## src/rtl/sweep_pkg.sv

```systemverilog
package sweep_pkg;
  typedef enum logic [2:0] {
    MODE_HOLD = 3'b000,
    MODE_RAMP = 3'b001,
    MODE_EXT  = 3'b010,
    MODE_TRI  = 3'b011,
    MODE_SAW  = 3'b100
  } sweep_mode_e;

  function automatic sweep_mode_e decode_mode(input logic [2:0] code);
    case (code)
      3'b001:  return MODE_RAMP;
      3'b010:  return MODE_EXT;
      3'b011:  return MODE_TRI;
      3'b100:  return MODE_SAW;
      default: return MODE_HOLD;
    endcase
  endfunction
endpackage

```

## src/rtl/sweep_trigger.sv

```systemverilog
module sweep_trigger #(
  parameter int PW = 2
) (
  input  logic          clk_i,
  input  logic          rst_ni,
  input  logic [PW-1:0] profile_i,
  input  logic          update_i,
  input  logic          ext_i,
  output logic          start_o,
  output logic          fall_o
);
  logic [PW-1:0] prof_q;

  always_ff @(posedge clk_i or negedge rst_ni)
    if (!rst_ni) prof_q <= '0;
    else         prof_q <= profile_i;

  // profile pins are a direction control, not a trigger, in external mode
  assign start_o = update_i || ((profile_i != prof_q) && !ext_i);
  assign fall_o  = prof_q[0] && !profile_i[0];
endmodule

```

## src/rtl/sweep_ramp_timer.sv

```systemverilog
module sweep_ramp_timer #(
  parameter int RW = 16
) (
  input  logic          clk_i,
  input  logic          rst_ni,
  input  logic          load_i,
  input  logic [RW-1:0] rate_i,
  output logic          tick_o
);
  logic [RW-1:0] cnt_q;
  logic [RW-1:0] rate_eff;

  assign rate_eff = (rate_i == '0) ? RW'(1) : rate_i;
  assign tick_o   = (cnt_q == RW'(1));

  always_ff @(posedge clk_i or negedge rst_ni)
    if (!rst_ni)                cnt_q <= RW'(1);
    else if (load_i || tick_o)  cnt_q <= rate_eff;
    else                        cnt_q <= cnt_q - 1'b1;

  assert_cnt_nonzero_R2: assert property (@(posedge clk_i) disable iff (!rst_ni)
    cnt_q != '0);
  assert_count_down_R2: assert property (@(posedge clk_i) disable iff (!rst_ni)
    !load_i && !tick_o |=> cnt_q == $past(cnt_q) - 1'b1);
endmodule

```

## src/rtl/sweep_addr_core.sv

```systemverilog
module sweep_addr_core
  import sweep_pkg::*;
#(
  parameter int AW = 10
) (
  input  logic          clk_i,
  input  logic          rst_ni,
  input  logic          active_i,
  input  sweep_mode_e   mode_i,
  input  logic          start_i,
  input  logic          tick_i,
  input  logic          fall_i,
  input  logic          dir_pin_i,
  input  logic          no_dwell_i,
  input  logic [AW-1:0] begin_i,
  input  logic [AW-1:0] final_i,
  output logic [AW-1:0] addr_o,
  output logic          clr_o,
  output logic          done_o
);
  logic [AW-1:0] addr_q;
  logic          up_q, clr_q, done_q;
  logic          at_begin, at_final, flat;

  assign at_begin = (addr_q == begin_i);
  assign at_final = (addr_q == final_i);
  assign flat     = (begin_i == final_i);

  always_ff @(posedge clk_i or negedge rst_ni)
    if (!rst_ni) begin
      addr_q <= '0;
      up_q   <= 1'b1;
      clr_q  <= 1'b0;
      done_q <= 1'b0;
    end else if (!active_i || start_i) begin
      addr_q <= begin_i;
      up_q   <= 1'b1;
      clr_q  <= 1'b0;
      done_q <= 1'b0;
    end else if (mode_i == MODE_EXT && fall_i) begin
      if (!at_begin) addr_q <= addr_q - 1'b1;
    end else if (tick_i) begin
      case (mode_i)
        MODE_RAMP: begin
          if (!at_final) addr_q <= addr_q + 1'b1;
          else begin
            done_q <= 1'b1;
            if (no_dwell_i) clr_q <= 1'b1;
          end
        end
        MODE_EXT: begin
          if (dir_pin_i && !at_final)       addr_q <= addr_q + 1'b1;
          else if (!dir_pin_i && !at_begin) addr_q <= addr_q - 1'b1;
        end
        MODE_TRI: begin
          if (!flat) begin
            if (up_q) begin
              if (at_final) begin
                up_q   <= 1'b0;
                addr_q <= addr_q - 1'b1;
              end else addr_q <= addr_q + 1'b1;
            end else begin
              if (at_begin) begin
                up_q   <= 1'b1;
                addr_q <= addr_q + 1'b1;
              end else addr_q <= addr_q - 1'b1;
            end
          end
        end
        MODE_SAW: begin
          if (at_final) addr_q <= begin_i;
          else          addr_q <= addr_q + 1'b1;
        end
        default: ;
      endcase
    end

  assign addr_o = addr_q;
  assign clr_o  = clr_q;
  assign done_o = done_q;

  assert_addr_stable_R2: assert property (@(posedge clk_i) disable iff (!rst_ni)
    active_i && !start_i && !tick_i && !fall_i |=> $stable(addr_q));
  assert_ramp_step_R3: assert property (@(posedge clk_i) disable iff (!rst_ni)
    active_i && !start_i && tick_i && mode_i == MODE_RAMP && !at_final
    |=> addr_q == $past(addr_q) + 1'b1);
  assert_clr_sticky_R4: assert property (@(posedge clk_i) disable iff (!rst_ni)
    clr_q && active_i && !start_i |=> clr_q);
  assert_clr_with_done_R4: assert property (@(posedge clk_i) disable iff (!rst_ni)
    clr_q |-> done_q);
  assert_fall_dec_R6: assert property (@(posedge clk_i) disable iff (!rst_ni)
    active_i && !start_i && mode_i == MODE_EXT && fall_i && !at_begin
    |=> addr_q == $past(addr_q) - 1'b1);
  assert_tri_turn_R8: assert property (@(posedge clk_i) disable iff (!rst_ni)
    active_i && !start_i && tick_i && mode_i == MODE_TRI && up_q && at_final && !flat
    |=> addr_q == $past(addr_q) - 1'b1);
  assert_saw_wrap_R9: assert property (@(posedge clk_i) disable iff (!rst_ni)
    active_i && !start_i && tick_i && mode_i == MODE_SAW && at_final
    |=> addr_q == $past(begin_i));
  assert_flat_hold_R10: assert property (@(posedge clk_i) disable iff (!rst_ni)
    active_i && !start_i && flat && at_begin |=> addr_q == $past(addr_q));
endmodule

```

## src/rtl/sweep_addr_seq.sv

```systemverilog
module sweep_addr_seq
  import sweep_pkg::*;
#(
  parameter  int AW = 10,
  parameter  int RW = 16,
  parameter  int PW = 2,
  localparam int NP = 1 << PW
) (
  input  logic                   clk_i,
  input  logic                   rst_ni,
  input  logic                   ram_en_i,
  input  logic                   no_dwell_i,
  input  logic [NP-1:0][AW-1:0]  seg_begin_i,
  input  logic [NP-1:0][AW-1:0]  seg_final_i,
  input  logic [NP-1:0][RW-1:0]  seg_rate_i,
  input  logic [NP-1:0][2:0]     seg_mode_i,
  input  logic [PW-1:0]          profile_i,
  input  logic                   update_i,
  output logic [AW-1:0]          addr_o,
  output logic                   acc_clr_o,
  output logic                   done_o
);
  sweep_mode_e   word_mode [NP];
  logic          ext_sel, active, start, fall, tick, load;
  logic [PW-1:0] sel;
  sweep_mode_e   mode;

  for (genvar g = 0; g < NP; g++) begin : g_decode
    assign word_mode[g] = decode_mode(seg_mode_i[g]);
  end

  // word 0 in external mode overrides the profile pins as a selector
  assign ext_sel = ram_en_i && (word_mode[0] == MODE_EXT);
  assign sel     = ext_sel ? '0 : profile_i;
  assign mode    = word_mode[sel];
  assign active  = ram_en_i && (mode != MODE_HOLD);

  sweep_trigger #(.PW(PW)) u_trig (
    .clk_i    (clk_i),
    .rst_ni   (rst_ni),
    .profile_i(profile_i),
    .update_i (update_i),
    .ext_i    (ext_sel),
    .start_o  (start),
    .fall_o   (fall)
  );

  assign load = !active || start || (mode == MODE_EXT && fall);

  sweep_ramp_timer #(.RW(RW)) u_timer (
    .clk_i (clk_i),
    .rst_ni(rst_ni),
    .load_i(load),
    .rate_i(seg_rate_i[sel]),
    .tick_o(tick)
  );

  sweep_addr_core #(.AW(AW)) u_core (
    .clk_i     (clk_i),
    .rst_ni    (rst_ni),
    .active_i  (active),
    .mode_i    (mode),
    .start_i   (start),
    .tick_i    (tick),
    .fall_i    (fall),
    .dir_pin_i (profile_i[0]),
    .no_dwell_i(no_dwell_i),
    .begin_i   (seg_begin_i[sel]),
    .final_i   (seg_final_i[sel]),
    .addr_o    (addr_o),
    .clr_o     (acc_clr_o),
    .done_o    (done_o)
  );

  assert_ext_no_restart_R7: assert property (@(posedge clk_i) disable iff (!rst_ni)
    active && mode == MODE_EXT && !update_i && !tick && !fall |=> $stable(addr_o));
  assert_idle_quiet_R1: assert property (@(posedge clk_i) disable iff (!rst_ni)
    !active |=> !acc_clr_o && !done_o);
endmodule

```

## config.mk

```make
export PLATFORM = sky130hd
export DESIGN_NAME = sweep_addr_seq
export DESIGN_NICKNAME = d
export VERILOG_FILES = /design/src/rtl/sweep_pkg.sv /design/src/rtl/sweep_trigger.sv /design/src/rtl/sweep_ramp_timer.sv /design/src/rtl/sweep_addr_core.sv /design/src/rtl/sweep_addr_seq.sv
export SDC_FILE = /design/constraint.sdc
export NUM_CORES = 1
export LEC_CHECK = 0
export BUFFER_PORTS_ARGS = -buffer_cell sky130_fd_sc_hd__buf_2
export CORE_MARGIN = 5
export CORE_UTILIZATION = 46
export DETAILED_ROUTE_END_ITERATION = 16
export GPL_ROUTABILITY_DRIVEN = 0
export HOLD_SLACK_MARGIN = 0.1
export PLACE_DENSITY = 0.78
export SETUP_SLACK_MARGIN = 0.3
export SLEW_MARGIN = 40
export SYNTH_ARGS = -nofsm -noshare
export SYNTH_HDL_FRONTEND = slang
export SYNTH_SLANG_ARGS = --single-unit
```

## constraint.sdc

```tcl
create_clock -name clk_i -period 3.2 [get_ports clk_i]
set_clock_uncertainty 0.2 [all_clocks]
set_input_delay 0.64 -clock clk_i [delete_from_list [all_inputs] [get_ports clk_i]]
set_output_delay 0.64 -clock clk_i [all_outputs]
set_load 0.1 [all_outputs]
```

==> results.toml <==
[status]
status = "finished, violations left"
violations = "negative setup slack"

[sta]
period_minus_slack_ns = 3.51
final_worst_path_setup_slack_ns = -0.315
finalHoldViolCount = 0
fin_crit_sh = 1.10
setup_viol_count_final = 10
maxSlewViolCount = 0
finalHoldWorstSlack_ns = 0.189
slew_headroom = 0.516
timing.fmax_mhz = 285
worst-slew-pin-transition_ns = 0.725
tns_ns = -2.50
rsz_0062_raised_after_global_routing = "yes"

[die]
design.die.area_um2 = 12400
area_of_the_placeable_core_um2 = 10100
design.portCount = 175
die_width_um = 111
floorplan.die.height_um = 111
initial_core_util = 0.465
placement_rows = 37

[synth]
ys_async_sr_fraction = 1.00
synth.top_cell.area_share = 0.154
synthDistinctLibCells = 93
synth.yosys.seq_area_share = 0.165
main_area_contributors_after_synthesis = "sky130_fd_sc_hd__dfrtp_1, sky130_fd_sc_hd__nor2_1, sky130_fd_sc_hd__xnor2_1"
synth_warnings = 0
synth_nets = 799
number_of_synthesized_register_bits = 31
synth_cells = 631
synth_enable_flop_cells = 0
yosys.area.top_type = "sky130_fd_sc_hd__dfrtp_1"
ys_dominant_reg_cell = "sky130_fd_sc_hd__dfrtp_1"
synth.cell_area_um2 = 4710
synth.avg_cell_area_um2 = 7.46

[finish]
multi_input_comb_area_um2 = 4040
utilization = 0.737
design_area_um2 = 7470
layout.cells.most_common = "sky130_fd_sc_hd__buf_2"
proportion_of_layout_cells_with_a_drive_suffix_above_1 = 0.471
leading_cell_types_in_the_layout_fill_and_taps_excluded = "sky130_fd_sc_hd__buf_2, sky130_fd_sc_hd__buf_4, sky130_fd_sc_hd__nor2_1"
filler_cells = 670
layoutNonFillerInstCount = 1053
antennaDiodeCount = 0
final_nets = 1084
regArea_um2 = 788
syn_to_final_growth_pct = 58.7

[place]
post-dp-hpwl_um = 14800
dp_slack_ns = -0.578
placement.io_buffers = 174
placement.cell_area_um2 = 6460
post-place-cells = 1016

[global_routing]
grt_overflow = 0
number_of_global_route_vias_before_repair = 6863
track_usage = 0.313
global_route.usage.met3 = 0.0721
grt.met1_usage = 0.349
gr-max-usage-layer = "met2"
grtUsageMet2 = 0.550
first_pass_grt_wire_length_um = 32500
largest_net_degree_at_the_start_of_global_routing = 32
antenna_violations_before_repair = 1

[power]
p_total_mw = 2.24
worst_ir_drop_vdd_uv = 274
p_per_cell_area_nw_per_um2 = 300
leakagePower_nw = 3.32

[routing]
vias_per_cell = 6.33
finalWirelength_um = 21400
drt_iter0_markers = 635
vias = 6666
drt-pass1-iter-count = 6
drt-wirelength-per-cell_um = 20.4
route.detailed.drc = 0
antenna_left = 0

[worst_setup_path]
critical_path_required_ns = 3.23
timing.critical_path.slowest_stage_cell = "sky130_fd_sc_hd__and4bb_4"
timing.critical_path.cells = "buf_6 -> and4bb_4 -> buf_12 -> nor2_4 -> buf_6 -> o221ai_2 -> o211ai_1 -> a2111oi_4 -> buf_4 -> nand4_1 -> a311oi_2 -> buf_4 -> a21oi_4 -> o311ai_1 -> a22o_1"
timing_worst_setup_path_type = "in -> reg"
cp.arrival_ns = 3.55
largest_incremental_delay_on_the_critical_path_ns = 0.40
critical_path_peak_fanout = 7
cp-start-kind = "primary input"
timing.critical_path.to_type = "flop"

[clock_tree]
clk_latency_ns = 0.29
cts_num_sinks = 31
cts_bufs_inserted = 5
clk_pin_slew_ns = 0.08
clock_tree.root_cell = "sky130_fd_sc_hd__clkbuf_8"
tritoncts_clock_tree = "built"
clockBufferDepth = 2
htreeDepth = 2

[run]
max_cap_viol_count = 0

[worst_hold_path]
hold_path_class = "in -> async"
## sequential cells by signal (all words and copies together), names as in the netlist
signal / cells
u_timer.cnt_q: 16
u_core.addr_o: 10
u_trig.prof_q: 2
u_core.clr_o: 1
u_core.done_o: 1
u_core.up_q: 1
## cells in the mapped netlist (6+ instances only)
master,number
sky130_fd_sc_hd__nor2_1,70
sky130_fd_sc_hd__nand2_1,61
sky130_fd_sc_hd__a21oi_1,45
sky130_fd_sc_hd__dfrtp_1,29
sky130_fd_sc_hd__nand3_1,29
sky130_fd_sc_hd__xnor2_1,27
sky130_fd_sc_hd__o21ai_0,26
sky130_fd_sc_hd__o221ai_1,21
sky130_fd_sc_hd__clkbuf_1,19
sky130_fd_sc_hd__mux2i_1,17
sky130_fd_sc_hd__inv_1,15
sky130_fd_sc_hd__nor3_1,14
sky130_fd_sc_hd__xor2_1,12
sky130_fd_sc_hd__and3_1,10
sky130_fd_sc_hd__a22oi_1,9
sky130_fd_sc_hd__a31oi_1,9
sky130_fd_sc_hd__buf_2,9
sky130_fd_sc_hd__a22o_1,8
sky130_fd_sc_hd__and2_1,8
sky130_fd_sc_hd__buf_4,8
sky130_fd_sc_hd__buf_6,8
sky130_fd_sc_hd__nand4_1,8
sky130_fd_sc_hd__o211ai_1,8
sky130_fd_sc_hd__o22ai_1,8
sky130_fd_sc_hd__o2bb2ai_1,8
sky130_fd_sc_hd__a211oi_1,6
sky130_fd_sc_hd__mux2_2,6
sky130_fd_sc_hd__nand2b_1,6
sky130_fd_sc_hd__nor4_1,6
## per-layer routing
layer / vias up / share of wire / wire length [um]
met1: 3102 / 0.35 / 7530
li1: 2965 / - / -
met5: - / 0.00051 / 11
met4: 2 / 0.058 / 1250
met3: 111 / 0.098 / 2110
met2: 486 / 0.49 / 10500
## path summary, 6_finish.rpt
path                       slack [ns]        startpoint                to  cells after the start
hold / removal                   0.19            rst_ni  u_core.addr_o[4]                      1
max in group asynchronous        2.07            rst_ni  u_core.addr_o[3]                      1
hold reg to reg                  0.30     u_core.done_o     u_core.done_o                      1
setup reg to reg                 0.05  u_timer.cnt_q[4]  u_core.addr_o[6]                     10
min in group clk_i               0.30     u_core.done_o     u_core.done_o                      1
setup / recovery                -0.31     seg_mode_i[2]  u_core.addr_o[4]                     15
## layout make-up
class	instances	share of cell area
repair buffers	326	0.312
flip-flops and latches	31	0.105
well taps	136	0.0228
clock buffers	6	0.00971
inverters	16	0.00804
multi-input cells	536	0.540
clock inverters	2	0.00167
## kinds of logic after synthesis
family / Yosys count / synth area share
fa+ha+maj: 5 / 0.0133
compound gates: 210 / 0.336
mux: 29 / 0.0664
buf+inv: 64 / 0.0749
xor+xnor: 39 / 0.0725
flops: 31 / 0.165
simple gates: 253 / 0.272
## worst max-delay path: cells and delay by family
family                 cells  cell delay, ns
AND/OR/NAND/NOR            3            0.57
AO/OA/AOI/OAI              7            1.55
buffers and inverters      5            0.77
## what timing repair did
| item | 4_1_cts | 5_1_grt |
|---|---|---|
| resized for setup | 88 | 33 |
| pin swaps | 28 | 23 |
| hold buffers | 0 | 0 |
| setup endpoints to repair | 29 | 29 |
| setup buffers | 12 | 12 |
| gates cloned | 3 | 2 |
## report_power, final
part,switching [mW],internal (mW)
Clock,0.171,0.152
Combinational,0.791,0.592
Sequential,0.0905,0.445
Total,1.05,1.19
Power figures use the tool's default switching activity.
